[src/rtl/fsel_pkg.sv]
package fsel_pkg;

  localparam int TID_W = 2;
  localparam int ST_W  = 3;

  typedef enum logic [ST_W-1:0] {
    TS_RUN       = 3'd0,
    TS_IDLE      = 3'd1,
    TS_MISS_DONE = 3'd2,
    TS_MISS_WAIT = 3'd3,
    TS_BLOCKED   = 3'd4,
    TS_SQUASH    = 3'd5,
    TS_TRAP      = 3'd6,
    TS_QUIESCE   = 3'd7
  } thr_state_e;

  function automatic logic can_fetch(input logic [ST_W-1:0] s);
    return (s == TS_RUN) || (s == TS_IDLE) || (s == TS_MISS_DONE);
  endfunction

endpackage

[src/rtl/fsel_elig.sv]
module fsel_elig
  import fsel_pkg::*;
#(
  parameter int NUM_THREADS = 4
) (
  input  logic [NUM_THREADS*ST_W-1:0] state_vec,
  input  logic [NUM_THREADS-1:0]      active,
  output logic [NUM_THREADS-1:0]      elig
);

  for (genvar t = 0; t < NUM_THREADS; t++) begin : g_thr
    assign elig[t] = active[t] & can_fetch(state_vec[t*ST_W +: ST_W]);
  end

endmodule

[src/rtl/fsel_first.sv]
module fsel_first
  import fsel_pkg::*;
#(
  parameter int NUM_THREADS = 1
) (
  input  logic [NUM_THREADS-1:0] active,
  input  logic [NUM_THREADS-1:0] elig,
  output logic [TID_W-1:0]       tid,
  output logic                   hit
);

  always_comb begin
    tid = '0;
    hit = 1'b0;
    for (int t = NUM_THREADS-1; t >= 0; t--) begin
      if (active[t]) begin
        tid = TID_W'(t);
        hit = elig[t];
      end
    end
  end

endmodule

[src/rtl/fsel_rr_list.sv]
module fsel_rr_list
  import fsel_pkg::*;
#(
  parameter int NUM_THREADS = 4
) (
  input  logic                   clk,
  input  logic                   rst_n,
  input  logic [NUM_THREADS-1:0] elig,
  input  logic                   advance,
  output logic [TID_W-1:0]       tid,
  output logic                   hit
);

  localparam int POS_W = (NUM_THREADS > 1) ? $clog2(NUM_THREADS) : 1;

  logic [TID_W-1:0] order_q [NUM_THREADS];
  logic [TID_W-1:0] order_d [NUM_THREADS];
  logic [POS_W-1:0] pos;

  // scan from head: first eligible entry wins
  always_comb begin
    hit = 1'b0;
    pos = '0;
    for (int p = NUM_THREADS-1; p >= 0; p--) begin
      if (elig[order_q[p]]) begin
        hit = 1'b1;
        pos = POS_W'(p);
      end
    end
  end

  assign tid = order_q[pos];

  // next state: granted entry to tail, later entries close the gap
  always_comb begin
    for (int i = 0; i < NUM_THREADS; i++) order_d[i] = order_q[i];
    if (advance) begin
      for (int i = 0; i < NUM_THREADS-1; i++) begin
        if (i >= int'(pos)) order_d[i] = order_q[i+1];
      end
      order_d[NUM_THREADS-1] = order_q[pos];
    end
  end

  always_ff @(posedge clk or negedge rst_n) begin
    if (!rst_n) begin
      for (int i = 0; i < NUM_THREADS; i++) order_q[i] <= TID_W'(i);
    end else if (advance) begin
      for (int i = 0; i < NUM_THREADS; i++) order_q[i] <= order_d[i];
    end
  end

  logic [NUM_THREADS-1:0] seen;
  always_comb begin
    seen = '0;
    for (int i = 0; i < NUM_THREADS; i++) seen[order_q[i]] = 1'b1;
  end


  list_perm_chk: assert property (@(posedge clk) disable iff (!rst_n)
    $countones(seen) == NUM_THREADS);


  tail_is_granted_chk: assert property (@(posedge clk) disable iff (!rst_n)
    advance |=> order_q[NUM_THREADS-1] == $past(tid));


  list_hold_chk: assert property (@(posedge clk) disable iff (!rst_n)
    !advance |=> $stable(order_q[0]) && $stable(order_q[NUM_THREADS-1]));


  grant_elig_chk: assert property (@(posedge clk) disable iff (!rst_n)
    hit |-> elig[tid]);

endmodule

[src/rtl/fetch_thread_sel.sv]
module fetch_thread_sel
  import fsel_pkg::*;
#(
  parameter int NUM_THREADS = 4
) (
  input  logic                        clk,
  input  logic                        rst_n,
  input  logic [NUM_THREADS*ST_W-1:0] thr_state,
  input  logic [NUM_THREADS-1:0]      thr_active,
  input  logic                        policy_rr,
  input  logic                        grant_accept,
  output logic [TID_W-1:0]            sel_tid,
  output logic                        sel_valid
);

  logic [NUM_THREADS-1:0] elig;

  fsel_elig #(.NUM_THREADS(NUM_THREADS)) u_elig (
    .state_vec (thr_state),
    .active    (thr_active),
    .elig      (elig)
  );

  if (NUM_THREADS == 1) begin : g_one
    logic unused_ins;
    assign unused_ins = clk ^ rst_n ^ policy_rr ^ grant_accept;

    fsel_first #(.NUM_THREADS(NUM_THREADS)) u_first (
      .active (thr_active),
      .elig   (elig),
      .tid    (sel_tid),
      .hit    (sel_valid)
    );
  end else begin : g_multi
    logic [TID_W-1:0] rr_tid;
    logic             rr_hit;
    logic             advance;

    assign advance = policy_rr & rr_hit & grant_accept;

    fsel_rr_list #(.NUM_THREADS(NUM_THREADS)) u_list (
      .clk     (clk),
      .rst_n   (rst_n),
      .elig    (elig),
      .advance (advance),
      .tid     (rr_tid),
      .hit     (rr_hit)
    );

    always_comb begin
      if (policy_rr) begin
        sel_tid   = rr_tid;
        sel_valid = rr_hit;
      end else begin
        sel_tid   = '0;
        sel_valid = 1'b1;
      end
    end


    sel_fetchable_chk: assert property (@(posedge clk) disable iff (!rst_n)
      (policy_rr && sel_valid) |->
        (thr_active[sel_tid] && can_fetch(thr_state[int'(sel_tid)*ST_W +: ST_W])));


    fixed_mode_chk: assert property (@(posedge clk) disable iff (!rst_n)
      !policy_rr |-> (sel_valid && sel_tid == '0));
  end

endmodule

[config.mk]
export PLATFORM = sky130hd
export DESIGN_NAME = fetch_thread_sel
export DESIGN_NICKNAME = d
export VERILOG_FILES = /design/src/rtl/fsel_pkg.sv /design/src/rtl/fsel_elig.sv /design/src/rtl/fsel_first.sv /design/src/rtl/fsel_rr_list.sv /design/src/rtl/fetch_thread_sel.sv
export SDC_FILE = /design/constraint.sdc
export NUM_CORES = 1
export LEC_CHECK = 0
export CAP_MARGIN = 10
export CORE_AREA = 2 2 44 46
export DETAILED_ROUTE_END_ITERATION = 16
export DIE_AREA = 0 0 46 48
export PLACE_DENSITY = 0.84
export SLEW_MARGIN = 0
export SYNTH_ARGS = -nofsm -noshare
export SYNTH_HDL_FRONTEND = slang
export SYNTH_SLANG_ARGS = --single-unit
[constraint.sdc]
create_clock -name clk -period 2.9 [get_ports clk]
set_input_delay 0.725 -clock clk [delete_from_list [all_inputs] [get_ports clk]]
set_output_delay 0.725 -clock clk [all_outputs]
set_load 0.05 [all_outputs]
==> impl_metrics.ini <==
[yosys]
synth_top_area_cell = dfstp_2
synthFlopType = dfstp_2
synth.top_cell.area_share_pct = 14.9
ys_ff_latch = 8
synth_compound_area_share_pct = 20.2
synthDistinctLibCells = 35
syn-cell-area_um2 = 706
syn_inst = 74
synth_top_family_by_area = simple AND/OR/NAND/NOR gates
synth_area_leaders = dfstp_2 (15%), dfrtp_1 (14%), mux2_1 (6.4%)
synth-edff-count = 0
async_flop_share_pct = 100
yosys.area_share.adder_pct = 0
syn_nets = 94
synthXorXnorAreaFrac_pct = 0
ys_top_cells_by_count = nand2_1 (10), a21oi_1 (5), nor2_1 (5)
synthMuxAreaShare_pct = 20.2
synthSimpleGateAreaFrac_pct = 30.0
syn_avg_cell_area_um2 = 9.54
synth-warning-count = 0
yosysMostFrequentCell = nand2_1
seq_area_frac_synth_pct = 29.1

[setup_path]
critPathLaunchType = input port
cp_slowest_stage_delay_ns = 0.29
cp_data_required_time_ns = 2.17
cp.arrival_ns = 2.35
r2r_end = g_multi.u_list.order_q[2]$_DFFE_PN0P_
path_delay_family = compound AO/OA/AOI/OAI gates
cpMaxStageDelayCell = nor4b_2
r2r_cells = 6
timing.rr.start = g_multi.u_list.order_q[4]$_DFFE_PN1P_
path_max_fanout = 2
crit_path_end_kind = output port
cp_cell_sequence = clkdlybuf4s15_1 > nand2_2 > nor4b_2 > o21ba_2 > o21ai_0 > a22o_1 > a22oi_2 > nor2b_4 > buf_6
path_buf_inv = 2
critPathKind = input port to output port
rrSetupSlack_ns = 0.63

[status]
violations = setup timing
status = complete, but fails checks

[global_route]
grt_max_degree = 9
antenna_found_initial = 0
grt-ovfl-total = 0
grt_pass1_wl_um = 3280
grt_usage_pct = 21.4
grt_pass1_vias = 773

[final_layout]
post-route-util_pct = 70.4
largest_register_ffs = 8
diodes = 0
synthToLayoutAreaGrowth_pct = 68.6
layout.nets = 141
final_area_um2 = 1190
fillCellCount = 119
drive_above_1_share_pct = 60.5
regMostFlops = g_multi.u_list.order_q
largestRegisters = g_multi.u_list.order_q x8

[placed_design]
numPortBuffers = 22
dp_hpwl_um = 1560
pre_cts_ws_ns = -0.552
post_dp_cell_area_um2 = 1040
place_congestion = 0.870

[timing]
slew_headroom_pct = 76.8
drv_slew = 0
fin_crit_ns = 3.07
rsz0062_at_grt = true
hold_viol_final = 0
fmaxAchievable_mhz = 325
hold_ws_ns = 0.565
fin_crit_sh_pct = 106
finalClockSkew_ns = 0.000387
fin_ws_ns = -0.174
setup_viol = 2
worstMarginPinSlew_ns = 0.346

[clock_network]
clk_latency_ns = 0.24
cts.sinks = 8
cts_buffer_depth = 2
cts_tree = built
cts_inserted_buffers = 3
cts_hold_buf = 0
clkTransAtPathRegs_ns = 0.05
h-tree-depth = 1
root_buffer = clkbuf_4

[hold_path]
min-delay-start = g_multi.u_list.order_q[1]$_DFFE_PN1P_
hp-class = register to register
worstHoldPathCells = 1
whs_endpoint = g_multi.u_list.order_q[1]$_DFFE_PN1P_

[pwr]
p_leak_nw = 0.538
p_total_mw = 1.02
powerDensity_nw_per_um2 = 861
vdd_drop_max_mv = 0.521

[detailed_routing]
drtIter0Drc = 29
via_count = 827
drc = 0
wire_per_inst_um = 17.9
dr.pass1.iters = 4
drt-total-wl_um = 2440
vias_per_cell = 6.08
antenna_left = 0

[floorplanning]
dieArea_um2 = 2210
initial_utilization_pct = 41.8
die_h_um = 48
ios = 23
placementRows = 15
die_w_um = 46
core_area_um2 = 1690

[run]
drv_cap = 0
-- worst max path at each step --
| stage | slack, ns | cells after the start | endpoint | startpoint |
|---|---|---|---|---|
| floorplan | -0.03 | 6 | sel_tid[1] | thr_state[5] |
| global placement | -0.48 | 8 | sel_tid[0] | thr_active[1] |
| detailed placement | -0.55 | 8 | sel_tid[0] | thr_active[1] |
| CTS | -0.07 | 9 | sel_tid[1] | thr_state[5] |
| global route | -0.21 | 8 | sel_tid[0] | thr_state[7] |
| finish | -0.17 | 9 | sel_tid[0] | thr_state[3] |
-- per-stage QoR --
| stage | TNS [ns] | std cells |
|---|---|---|
| 3_3_place_gp | -1.17 | 122 |
| 3_5_place_dp | -1.33 | 122 |
| 5_1_grt | -0.425 | 136 |
| 6_report | -0.332 | 136 |
| 4_1_cts | -0.133 | 133 |
| 2_1_floorplan | -0.0337 | 74 |
-- placed cells by master, fill, tap and decap left out, types with 3 or more instances in the layout --
| cell | n |
|---|---|
| clkdlybuf4s50_1 | 3 |
| dfrtp_1 | 4 |
| dfstp_2 | 4 |
| buf_6 | 7 |
| mux2_1 | 4 |
| mux2i_1 | 3 |
| nor2_1 | 5 |
| a21oi_1 | 5 |
| buf_4 | 18 |
| buf_2 | 9 |
| nand2_1 | 5 |
| nand2_2 | 5 |
| clkbuf_4 | 3 |
-- layout make-up --
type | count | area (µm²) | share of cell area, %
multi-input combinational | 65 | 583 | 49.0
inverter | 1 | 3.75 | 0.315
sequential | 8 | 205 | 17.2
timing repair buffer | 42 | 354 | 29.8
clock buffer | 3 | 22.5 | 1.89
tap | 17 | 21.3 | 1.79
-- repair_timing --
action	4_1_cts	5_1_grt
cloned	0	0
hold endpoints to repair	0	0
gates resized for setup	61	10
buffers inserted	8	3
setup endpoints to repair	3	3
pin swaps	13	10
-- kinds of logic after synthesis --
family | count (synthesis)
compound gates | 20
buf+inv | 1
flops | 8
mux | 11
simple gates | 34
-- report_power, final --
group | leakage, nW | internal, mW | total, mW | switching (mW)
registers | 0.0928 | 0.184 | 0.285 | 0.101
clock network | 0.0138 | 0.0469 | 0.0774 | 0.0305
logic | 0.432 | 0.353 | 0.662 | 0.309
total | 0.538 | 0.584 | 1.02 | 0.440
-- per-layer routing --
metal / vias to the layer above / global-route usage (%) / share of wire, %
met5: - / 0 / 0
met4: 0 / 12.6 / 2.0
met3: 7 / 3.40 / 6.7
met2: 53 / 39.2 / 53
met1: 393 / 23.2 / 38
li1: 374 / - / -
Note: power is estimated with default switching activity, not from simulation.
